File: config.mk
export PLATFORM = sky130hd
export DESIGN_NAME = vec_agu
export DESIGN_NICKNAME = d
export VERILOG_FILES = /design/src/rtl/vagu_pkg.sv /design/src/rtl/vagu_ctrl.sv /design/src/rtl/vagu_offset.sv /design/src/rtl/vagu_addr.sv /design/src/rtl/vec_agu.sv
export SDC_FILE = /design/constraint.sdc
export NUM_CORES = 1
export LEC_CHECK = 0
export ABC_AREA = 1
export BUFFER_PORTS_ARGS = -buffer_cell sky130_fd_sc_hd__buf_2
export CAP_MARGIN = 20
export CORE_MARGIN = 2
export CORE_UTILIZATION = 47
export DETAILED_ROUTE_END_ITERATION = 8
export PLACE_DENSITY_LB_ADDON = 0.1
export SLEW_MARGIN = 20
export SYNTH_ARGS = -nofsm -noshare
export SYNTH_HDL_FRONTEND = slang
export SYNTH_SLANG_ARGS = --single-unit
File: constraint.sdc
create_clock -name clk -period 4.14 [get_ports clk]
set_input_delay 0 -clock clk [delete_from_list [all_inputs] [get_ports clk]]
set_output_delay 0 -clock clk [all_outputs]
set_load 0.01 [all_outputs]
File: src/rtl/vagu_pkg.sv
package vagu_pkg;
  typedef enum logic [1:0] {
    AM_UNIT   = 2'd0,
    AM_STRIDE = 2'd1,
    AM_INDEX  = 2'd2,
    AM_RSVD   = 2'd3
  } amode_e;
endpackage

File: src/rtl/vagu_ctrl.sv
// Sequence control: length capture, element counter, last and done.
module vagu_ctrl #(
  parameter int MAXVL = 64,
  parameter int VLW   = $clog2(MAXVL + 1),
  parameter int EIW   = $clog2(MAXVL)
) (
  input  logic           clk,
  input  logic           rst_n,
  input  logic           start_i,
  input  logic [VLW-1:0] vlen_i,
  input  logic           fire_i,
  output logic           load_o,
  output logic           busy_o,
  output logic [EIW-1:0] elem_o,
  output logic           last_o,
  output logic           done_o
);
  localparam logic [VLW-1:0] MAXV = VLW'(MAXVL);

  logic           busy_q, done_q;
  logic [EIW-1:0] elem_q, lastidx_q;
  logic [VLW-1:0] vlen_eff;

  assign vlen_eff = (vlen_i > MAXV) ? MAXV : vlen_i;
  assign load_o   = start_i && !busy_q;

  always_ff @(posedge clk) begin
    if (!rst_n) begin
      busy_q    <= 1'b0;
      done_q    <= 1'b0;
      elem_q    <= '0;
      lastidx_q <= '0;
    end else if (load_o) begin
      elem_q <= '0;
      if (vlen_eff == '0) begin
        busy_q <= 1'b0;
        done_q <= 1'b1;
      end else begin
        busy_q    <= 1'b1;
        done_q    <= 1'b0;
        lastidx_q <= EIW'(vlen_eff - VLW'(1));
      end
    end else if (fire_i) begin
      if (last_o) begin
        busy_q <= 1'b0;
        done_q <= 1'b1;
      end else begin
        elem_q <= elem_q + EIW'(1);
        done_q <= 1'b0;
      end
    end else begin
      done_q <= 1'b0;
    end
  end

  assign busy_o = busy_q;
  assign elem_o = elem_q;
  assign last_o = busy_q && (elem_q == lastidx_q);
  assign done_o = done_q;
endmodule

File: src/rtl/vagu_offset.sv
// Captures mode, base and stride; forms the per-element offset.
module vagu_offset
  import vagu_pkg::*;
#(
  parameter int AW       = 32,
  parameter int EIW      = 6,
  parameter bit USE_MULT = 1'b0
) (
  input  logic           clk,
  input  logic           rst_n,
  input  logic           load_i,
  input  amode_e         mode_i,
  input  logic [AW-1:0]  base_i,
  input  logic [AW-1:0]  stride_i,
  input  logic           fire_i,
  input  logic [EIW-1:0] elem_i,
  input  logic [AW-1:0]  idx_val_i,
  output logic [AW-1:0]  base_o,
  output logic [AW-1:0]  off_o
);
  amode_e        mode_q;
  logic [AW-1:0] base_q, stride_q, stride_off;

  always_ff @(posedge clk) begin
    if (!rst_n) begin
      mode_q   <= AM_UNIT;
      base_q   <= '0;
      stride_q <= '0;
    end else if (load_i) begin
      mode_q   <= mode_i;
      base_q   <= base_i;
      stride_q <= stride_i;
    end
  end

  generate
    if (USE_MULT) begin : g_mult
      assign stride_off = AW'(elem_i) * stride_q;
    end else begin : g_accum
      logic [AW-1:0] acc_q;
      always_ff @(posedge clk) begin
        if (!rst_n)      acc_q <= '0;
        else if (load_i) acc_q <= '0;
        else if (fire_i) acc_q <= acc_q + stride_q;
      end
      assign stride_off = acc_q;
    end
  endgenerate

  always_comb begin
    unique case (mode_q)
      AM_STRIDE: off_o = stride_off;
      AM_INDEX:  off_o = idx_val_i;
      default:   off_o = AW'(elem_i);
    endcase
  end

  assign base_o = base_q;
endmodule

File: src/rtl/vagu_addr.sv
// Final add and element-to-byte scaling, both modulo 2^AW.
module vagu_addr #(
  parameter int AW     = 32,
  parameter int ESHIFT = 3
) (
  input  logic [AW-1:0] base_i,
  input  logic [AW-1:0] off_i,
  output logic [AW-1:0] addr_o,
  output logic [AW-1:0] byte_o
);
  assign addr_o = base_i + off_i;
  assign byte_o = addr_o << ESHIFT;
endmodule

File: src/rtl/vec_agu.sv
module vec_agu
  import vagu_pkg::*;
#(
  parameter int AW       = 32,
  parameter int MAXVL    = 64,
  parameter int ESHIFT   = 3,
  parameter bit USE_MULT = 1'b0,
  localparam int VLW     = $clog2(MAXVL + 1),
  localparam int EIW     = $clog2(MAXVL)
) (
  input  logic           clk,
  input  logic           rst_n,
  input  logic           start_i,
  input  logic [1:0]     mode_i,
  input  logic [AW-1:0]  base_i,
  input  logic [AW-1:0]  stride_i,
  input  logic [VLW-1:0] vlen_i,
  output logic           busy_o,
  output logic           done_o,
  output logic [EIW-1:0] idx_elem_o,
  input  logic [AW-1:0]  idx_val_i,
  output logic           out_valid_o,
  input  logic           out_ready_i,
  output logic [AW-1:0]  out_addr_o,
  output logic [AW-1:0]  out_byte_addr_o,
  output logic [EIW-1:0] out_elem_o,
  output logic           out_last_o
);
  logic           load, fire;
  logic [EIW-1:0] elem;
  logic [AW-1:0]  base_q, off;

  assign fire = out_valid_o && out_ready_i;

  vagu_ctrl #(.MAXVL(MAXVL), .VLW(VLW), .EIW(EIW)) u_ctrl (
    .clk(clk), .rst_n(rst_n), .start_i(start_i), .vlen_i(vlen_i),
    .fire_i(fire), .load_o(load), .busy_o(busy_o), .elem_o(elem),
    .last_o(out_last_o), .done_o(done_o)
  );

  vagu_offset #(.AW(AW), .EIW(EIW), .USE_MULT(USE_MULT)) u_off (
    .clk(clk), .rst_n(rst_n), .load_i(load), .mode_i(amode_e'(mode_i)),
    .base_i(base_i), .stride_i(stride_i), .fire_i(fire), .elem_i(elem),
    .idx_val_i(idx_val_i), .base_o(base_q), .off_o(off)
  );

  vagu_addr #(.AW(AW), .ESHIFT(ESHIFT)) u_addr (
    .base_i(base_q), .off_i(off), .addr_o(out_addr_o), .byte_o(out_byte_addr_o)
  );

  assign out_valid_o = busy_o;
  assign out_elem_o  = elem;
  assign idx_elem_o  = elem;
endmodule

* After elaboration in Yosys (flattened, before gate mapping)
Cells that the tools add are included.
Storage, ports and cells: flip-flop bits (word level) 112, bits in latches 0, bits in writable memories 0, bits in read-only memories 0, input bits 109, output and inout port bits 80, word-level logic and storage cells 40, memories kept 0
Operators by class: add/subtract/negate cells 4, $mul 0, div/mod/pow operators 0, order comparisons 1, equality and inequality tests 3, shifts and indexed selects 0, muxes and demuxes 10, bitwise operators 3, reductions and logical operators 11
Operators with widths (count):
- adder 32 bit | 2
- case mux 32 bit (2 select lines) | 1
- two-way mux 1 bit | 8
- > comparator 7 bit (second input constant) | 1
- logical NOT 7 bit | 1
- two-way mux 7 bit | 1
- adder 6 x 1 -> 6 bit (second input constant) | 1
- == test 6 bit | 1
- AND reduction 2 bit | 3
- subtractor 6 x 1 -> 6 bit (second input constant) | 1
- nonzero test 2 bit | 2
- logical AND 1 bit | 3
- inverter 1 bit | 3
- == test 2 x 1 -> 1 bit (second input constant) | 1
- == test 2 bit (second input constant) | 1
- OR reduction 2 bit | 1
- logical NOT 1 bit | 1

* Logic depth before layout (Yosys ltp)
Gate-level depths: netlist of the first run.
depth after elaboration 5, depth in mapped cells 20, depth with buffers taken out 17

* Modules after synthesis
From an unflattened synthesis of the first run, not the netlist that was laid out.
Second synthesis, totals: cells, all modules 1760, area total of the unflattened synthesis 9982.1 µm²
Modules (own cells, without submodules):
- vagu_offset | times used 1, cells an instance 1072, area each 6373.6 µm², seq. area each 1961.9 µm²
- vagu_addr | times used 1, cells an instance 527, area each 2628.8 µm², seq. area each 0.0 µm²
- vagu_ctrl | times used 1, cells an instance 152, area each 919.6 µm², seq. area each 280.3 µm²
- vec_agu | times used 1, cells an instance 9, area each 60.1 µm², seq. area each 0.0 µm²

* Worst setup path before layout of the first run
OpenSTA, ideal clock, no wires.
path kind reg-to-output, from reg u_off.mode_q[0], to out out_byte_addr_o[25], arrival 2.964 ns, required time 4.140 ns, setup slack 1.176 ns, cell stages (with the launch flop) 20, buffers on the path 3, cell sequence dfxtp_1 inv_1 ha_1 buf_2 inv_1 clkbuf_1 o21ai_0 inv_1 ha_1 inv_2 fa_1 o21ai_2 nand2_1 nand2_2 nand3_1 nand2_1 nand2_1 nand2_1 xor2_1 buf_4
Between the ends: word-level cells in the longest chain between the ends 3, elaborated cells between the ends (all ways) 4, those cells by class add/sub: 1; eq/ne: 2; mux: 1
RTL lines:
- start, declared | line vagu_offset.sv:21 | amode_e mode_q;
- start signal, assigned | line vagu_offset.sv:30 | mode_q <= mode_i;
- == test 2 bit or == test 2 x 1 -> 1 bit (tied branches) | line vagu_offset.sv:51 | unique case (mode_q)
- case mux 32 bit (2 select lines) (*) | line vagu_offset.sv:51
- adder 32 bit (*) | line vagu_addr.sv:11 | assign addr_o = base_i + off_i;
- end, declared | line vec_agu.sv:25 | output logic [AW-1:0] out_byte_addr_o,
Every way passes the cells marked *; elsewhere a longest branch is shown, timed or not.

* Worst setup path after layout of the first run
Same ends and word-level chain as after synthesis.

==> results of run 1 <==
layer usage:
layer / global-route usage / vias up / wire length, µm
met3: 0.0252 / 52 / 1450
met1: 0.366 / 4455 / 13500
met4: 0.103 / 0 / 788
li1: - / 5283 / -
met5: 0 / - / 0
met2: 0.458 / 304 / 13000
what timing repair did:
| item | CTS | global route |
|---|---|---|
| hold endpoints to repair | 66 | 0 |
| setup buffers | 0 | 0 |
| hold buffers | 65 | 0 |
| gates resized for setup | 0 | 0 |
path summary, 6_finish.rpt:
path	start	end	slack, ns	depth (start not counted)
min	mode_i[1]	u_off.mode_q[1]	0.02	3
min reg2reg	u_ctrl.lastidx_q[0]	u_ctrl.lastidx_q[0]	0.49	2
max reg2reg	u_off.g_accum.acc_q[0]	u_off.g_accum.acc_q[28]	1.87	13
max	u_off.mode_q[0]	out_byte_addr_o[25]	0.68	17
area by class of cell:
type	instances	area (µm²)
diodes	2	5.00
clock buffers	10	229
clock inverters	6	98.8
fillers	2041	8290
inverters	210	788
multi-input cells	1166	5790
flip-flops and latches	112	2240
well taps	265	332
repair buffers	257	1630
metrics by stage:
step           utilization  setup slack (ns)
2_1_floorplan            -              1.18
3_3_place_gp         0.522              1.16
3_5_place_dp         0.522              1.11
4_1_cts              0.573             0.697
5_1_grt              0.573             0.358
6_report             0.573             0.676
synthesized netlist by cell type, types with 5 or more instances:
cell	n
nand2_1	412
inv_1	204
a21oi_1	112
ha_1	67
clkbuf_1	25
nand4_1	9
o211ai_1	5
xnor2_1	9
nor3_1	14
nor2_1	270
dfxtp_1	112
buf_2	13
inv_2	5
nand2_2	11
xor2_1	36
nand3_1	69
o21ai_0	121
buf_4	39
placed cells by master (no fill, tap or decap), drive strengths merged, types with 2 or more instances in the layout:
cell type	n
xor2	36
fa	2
nand2	423
buf	192
a221o	2
o21ai	122
clkbuf	10
nor3	14
ha	67
nand4	9
a31oi	3
o211ai	5
inv	212
o21bai	3
a21oi	112
o21a	4
nor2	272
conb	3
nand3	69
xnor2	9
and2	3
bufinv	2
dlygate4sd3	65
diode	2
a21o	4
dfxtp	112
nor4	2
power by group:
group | leakage, µW | internal (µW) | total [µW] | switching [µW]
registers | 0.000922 | 1150 | 1210 | 61.3
clock network | 0.000157 | 543 | 980 | 438
logic | 0.00494 | 357 | 907 | 550
registers in the layout, indices dropped and copies added, names as in the netlist:
| signal | cells |
|---|---|
| u_ctrl.elem_o | 6 |
| u_off.mode_q | 2 |
| u_off.base_o | 32 |
| u_ctrl.lastidx_q | 6 |
| u_ctrl.busy_o | 1 |
| u_off.stride_q | 32 |
| u_off.g_accum.acc_q | 32 |
| u_ctrl.done_o | 1 |
kinds of logic (layout without fill, tap and decap cells):
kind of cell,count (synthesis),in the layout
compound gates,257,257
other cells,1,5
xor+xnor,45,45
simple gates,792,792
fa+ha+maj,69,69
flops,112,112
buf+inv,290,483
critical path, delay by kind of cell, from the launching register on:
kind | cells | cell delay [ns]
flops | 1 | 0.32
compound gates | 3 | 0.50
buf+inv | 4 | 0.41
fa+ha+maj | 3 | 1.03
simple gates | 6 | 0.58
xor+xnor | 1 | 0.25
==> results.md, run 1 <==
- The post-synthesis adder-cell area fraction is 0.0946.
- The deepest clock path buffer count is 2.
- The standard cell with the maximum stage delay on the critical path is ha_1.
- The count of max-cap constraint violations is 0.
- Along the worst path, the maximum fanout reaches 13.
- After detailed routing, the number of vias per cell comes to 4.98.
- In the post-synthesis netlist, the biggest area contributors are dfxtp_1 (24%), nand2_1 (17%), nor2_1 (11%), ha_1 (9.0%), inv_1 (8.2%).
- The area enclosed by the die boundary is 0.0209 mm².
- The clock root buffer is clkbuf_16.
- Across the VDD grid, the largest voltage drop is 0.000202 V.
- The floorplan step defined a core boundary enclosing 0.0194 mm².
- The number of antenna violations at the first check in global routing was 1.
- The floorplan step set the die width to 145 µm.
- The average wire per cell in the routed design is 14.1 µm.
- The fraction of registers with async set/reset is 0.
- The total CTS buffers is 9.
- The largest total area in the synthesized netlist belongs to dfxtp_1.
- At the later pin of the worst-skew pair, clock insertion delay measures 0.36 ns.
- At the pin with the least slew margin, the transition time is 0.734 ns.
- Of the total synthesized cell area, the portion taken by XOR and XNOR cells is 0.0424.
- By area, the combinational part of the netlist is dominated by simple AND/OR/NAND/NOR gates.
- In this run, the number of DRC markers left after iteration 0 of detailed routing was 568.
- The area fraction of the dominant cell type after synthesis is 0.241.
- The number of non-filler instances in the completed layout is 2,028.
- The placed cell area is 0.0101 mm².
- The clock net sink count is 112.
- The number of rows in the core area is 51.
- The total via count in the routed design is 10,100.
- The count of final setup violators is 0.
- The height of the chip is 145 µm.
- The number of flops mapped to enable cells by yosys is 0.
- The CTS tree is built.
- The pre-antenna-repair detailed-routing pass consisted of 5 iterations.
- On the worst path, the slowest cell contributes a delay of 0.42 ns.
- The compound-cell area share of the yosys netlist is 0.146.
- From synthesis to final layout, the design area changed by 19.6%.
- The register clock-pin slew on the reported worst setup and hold paths is 0.08 ns.
- The number of port buffers is 185.
- The post-synthesis area per instance is 5.93 µm².
- The net count reported at finish is 1,934.
- The share of the Yosys chip area taken by registers is 0.241.
- In this run, synthesis produced a sequential element count of 112.
- Of the total synthesized cell area, the portion taken by AND, OR, NAND and NOR gates is 0.339.
- The number of DRC violations after detailed routing is 0.
- After legalization and detailed placement, the total HPWL measured 22.1 mm.
- The design draws 3100 µW.
- The largest net degree at the start of global routing is 71.
- The deepest level of the CTS H-tree is 3.
- The yosys synthesis warning count is 0.
- The worst pin sits at a relative slew slack of 0.510.
- With fillers left out, the area of the finished cells amounts to 0.0111 mm².
- The minimum period implied by the final worst setup slack is 3.46 ns.
- In this run the power density over the cells is 279 mW/mm².
- Among all flip-flop cells after synthesis, the most frequent one is dfxtp_1.
- The total overflow left after global routing is 0.
- The sort of element at the end of the critical path is an output pin.
- The final-layout setup total negative slack is 0 ns.
- The analysis attributes to cell leakage a power of 0.00602 µW.
- The worst clock skew on the final layout is 0.0109 ns.
- Setup repair after global routing left no endpoint under its margin.
- For the worst setup path, the data arrival time is 3.46 ns.
- In the final layout, the share of cells above drive strength 1 is 0.129.
- After synthesis the cells add up to 0.00929 mm².
- The number of global-route vias before repair is 9,170.
- The hold violation total from the final report is 0.
- The run finished with clean final reports.
- At the end of routability-driven placement, the weighted congestion stood at 0.970.
- The final-layout worst hold slack is 0.0169 ns.
- The number of distinct library cell variants in the gate-level netlist after synthesis is 35.
- The max-slew violation count was 0.
- The required time of the critical path is 4.14 ns.
- The total global routing track utilization is 0.274.
- Of the available clock period, the critical path in the final layout requires 0.837.
- The wire length of the first global-routing pass is 44.8 mm.
- The number of routed nets with antenna violations is 0.
- The critical path goes through inv_1 > ha_1 > a221o_1 > o21ai_0 > inv_1 > ha_1 > inv_2 > fa_1 > o21ai_2 > nand2_1 > nand2_2 > nand3_1 > nand2_1 > nand2_1 > nand2_1 > xor2_1 > buf_2.
- The total placed cells including tap cells is 1,945.
- In this design, the critical path's most frequently occurring cell is nand2_1.
- In this run the count of I/O pins placed on the die edge is 189.
- After technology mapping, the gate count stands at 1,566.
- Static timing analysis puts the maximum clock frequency at 0.289 GHz.
- The critical path class is flop to output pin.
- The worst setup path is launched from a flop.
- The mux cell area share after synthesis is 0.
- The routed wire length is 28.7 mm.
- The path class of the tightest hold or removal check is input pin to flop.
- For this configuration, the core starts out at a cell density of 0.479.
Power figures use the tool's default switching activity.
==> run 2, diff against run 1 <==
==> constraint.sdc (replaced) <==
create_clock -name clk -period 3.1 [get_ports clk]
set_input_delay 0 -clock clk [delete_from_list [all_inputs] [get_ports clk]]
set_output_delay 0 -clock clk [all_outputs]
set_load 0.01 [all_outputs]
==> results.md, run 2 (synthesis gave the netlist of run 1 again) <==
- Clock skew on the completed layout was measured at 0.0140 ns.
- Of the total power, the share spent switching nets is 0.353.
- Of the total power, the clock network draws 0.288.
- The hold violation total from the final report is 0.
- The number of port buffers is 185.
- For this configuration, the core starts out at a cell density of 0.479.
- The critical path class is flop to output pin.
- The worst path setup slack after routing is 0.106 ns.
- The fmax is 0.334 GHz.
- The standard cell with the maximum stage delay on the critical path is dfxtp_2.
- In the final routed layout, each cell accounts on average for 14.5 µm.
- The width of the die is 145 µm.
- The biggest fanout along the worst timing path is 25.
- The fraction of power consumed by sequential logic is 0.393.
- The static leakage power is 0.00617 µW.
- Wires add up to 29.6 mm.
- The max-slew violation count came to 0.
- The data arrival time of the critical path is 2.99 ns.
- The wire length of the first global-routing pass is 45.8 mm.
- The number of cells on the worst hold path is 3.
- The worst min-delay path class is input pin to flop.
- Power spread over the standard cell area amounts to 357 mW/mm².
- The remaining global-route overflow is 0.
- The total iterations of the first detailed-routing run is 5.
- 0 antenna diodes ended up in the layout.
- The tightest hold path in the finished design has a slack of 0.0140 ns.
- Once layout is complete, the utilization of the core stands at 0.595.
- The net switching power is 1450 µW.
- The worst-skew pair later-pin latency is 0.36 ns.
- Setup repair after global routing could not meet its margin everywhere.
- At the pin with the least slew margin, the transition time is 0.672 ns.
- The clock root buffer is clkbuf_16.
- The library cell used most frequently in the layout, excluding fill and tap cells, is nand2_1.
- The clock net sink count is 112.
- The deepest clock path buffer count is 2.
- For the finished layout, the period the worst path requires is 2.99 ns.
- The register clock-pin slew on the reported worst setup and hold paths is 0.09 ns.
- The flow ran to the end, and the final reports show no timing, DRC or antenna violations.
- In this design, the stage delay of the slowest critical-path cell is 0.38 ns.
- Prior to clock tree synthesis, the placed netlist has a worst setup slack of 0.144 ns.
- From synthesis to final layout, the design area changed by 24.2%.
- Setup violations remaining at the end of the flow were counted as 0.
- In the layout the commonest cells are nand2_1 (401), nor2_1 (267), inv_1 (202), buf_2 (183), o21ai_0 (114).
- Measured against its own limit, the worst slew margin works out to 0.552.
- The post-route fraction of the period consumed by the critical path is 0.966.
- The area enclosed by the die boundary is 0.0209 mm².
- The largest net degree at the start of global routing is 71.
- After the last flow step, the layout net total stands at 1,957.
- The layout cell share with drive strength beyond 1 is 0.166.
- The core footprint is 0.0194 mm².
- TritonCTS built the clock tree.
- STA puts the critical path data required time at 3.10 ns.
- The total global routing track utilization is 0.279.
- The number of DRC violations after detailed routing is 0.
- The number of antenna violations at the first check in global routing is 0.
- Walking the worst path, the cells encountered are inv_1 > ha_4 > buf_8 > nand2_1 > a21oi_1 > ha_1 > nand2_1 > inv_1 > nand3_2 > nor3_4 > nand4_1 > nand3_1 > xor2_2 > buf_2.
- The ratio of routed vias to standard cells is 4.94.
- Across the run, the number of max-cap violations was 0.
- The number of rows in the core area is 51.
- The internal power of the cells is 2660 µW.
- The HPWL reported at the end of detailed placement is 22.7 mm.
- After the first detailed-routing iteration, the DRC count stood at 662.
- The count of nets left with antenna violations once routing finished came out at 0.
- The sort of element at the end of the critical path is an output pin.
- For this block, the via count after detailed routing is 10,100.
- The deepest level of the CTS H-tree is 3.
- The height of the chip is 145 µm.
- The count of filler cells inserted in the layout is 1,974.
- The share of total power dissipated in combinational logic is 0.319.
- The worst register-to-register path has a depth of 13.
- STA classifies the critical path startpoint as a flop.
- VDD sags by at most 0.000259 V.
- The number of global-route vias before repair is 9,176.
- Pin placement for this block handled 189 I/O pins.
- The congestion estimate from routability-driven global placement came to 0.921.
- The total CTS buffers is 9.
## run 2: cell types whose count changed in the layout (fill, tap and decap cells not counted), moves of 4 or more
cell	before	now
buf_6	0	4
nand2_2	11	19
a21oi_1	112	101
nand2_1	412	401
o21ai_1	0	5
ha_4	0	4
a21oi_2	0	11
o21ai_0	121	114
buf_4	7	24
ha_1	67	61
## run 2: path summary, 6_finish.rpt
kind                                   to  slack [ns]                    from
hold / removal              u_ctrl.busy_o        0.01                   rst_n
hold reg to reg       u_ctrl.lastidx_q[0]        0.49     u_ctrl.lastidx_q[0]
setup reg to reg  u_off.g_accum.acc_q[28]        0.81  u_off.g_accum.acc_q[0]
setup / recovery           out_addr_o[17]        0.11         u_off.mode_q[1]
## run 2: layer usage
metal / vias up / GRT usage / routed length (µm)
met4: 0 / 0.0588 / 461
li1: 5321 / - / -
met3: 31 / 0.0252 / 1300
met5: - / 0 / 0
met2: 275 / 0.471 / 13600
met1: 4502 / 0.389 / 14300
## run 2: stage by stage
| step | power [µW] | instance area [µm²] | TNS (ns) | std cells |
|---|---|---|---|---|
| after global placement | 2780 | 10200 | 0 | 1951 |
| after CTS | 4050 | 11200 | -0.0597 | 2035 |
| final | 4120 | 11500 | 0 | 2049 |
| after floorplan | 2470 | 9300 | 0 | 1568 |
| after global routing | 4360 | 11500 | -0.558 | 2049 |
| after detailed placement | 2790 | 10200 | 0 | 1951 |
## run 2: critical path: cells and delay by family, from the launching register on
family | cells | cell delay [ns]
AOI/OAI and AO/OA | 1 | 0.07
xor gates and xnor gates | 1 | 0.21
adders and majority gates | 2 | 0.54
buffers and inverters | 4 | 0.51
DFF | 1 | 0.38
and+or+nand+nor | 6 | 0.93
## run 2: repair_timing
item,4_1_cts,5_1_grt
hold buffers,67,0
resized for setup,9,67
setup endpoints to repair,39,47
endpoints found under the hold margin,67,0
buffers inserted,1,14
pin swaps,1,18
## run 2: area by class of cell
type,instances,area (µm²),area share
Multi-Input combinational cell,1166,6020,0.522
Sequential cell,112,2240,0.195
Timing Repair Buffer,280,1840,0.160
Inverter,210,796,0.0690
Tap cell,265,332,0.0287
Clock buffer,10,239,0.0207
Clock inverter,6,60.1,0.00521
## run 2: power groups by stage
stage | sequential (µW) | clock [µW] | combinational (µW)
6_report | 1620 | 1180 | 1310
5_1_grt | 1630 | 1260 | 1470
4_1_cts | 1620 | 1210 | 1220
3_5_place_dp | 1650 | 0 | 1140
3_3_place_gp | 1650 | 0 | 1130
2_1_floorplan | 1620 | 0 | 854
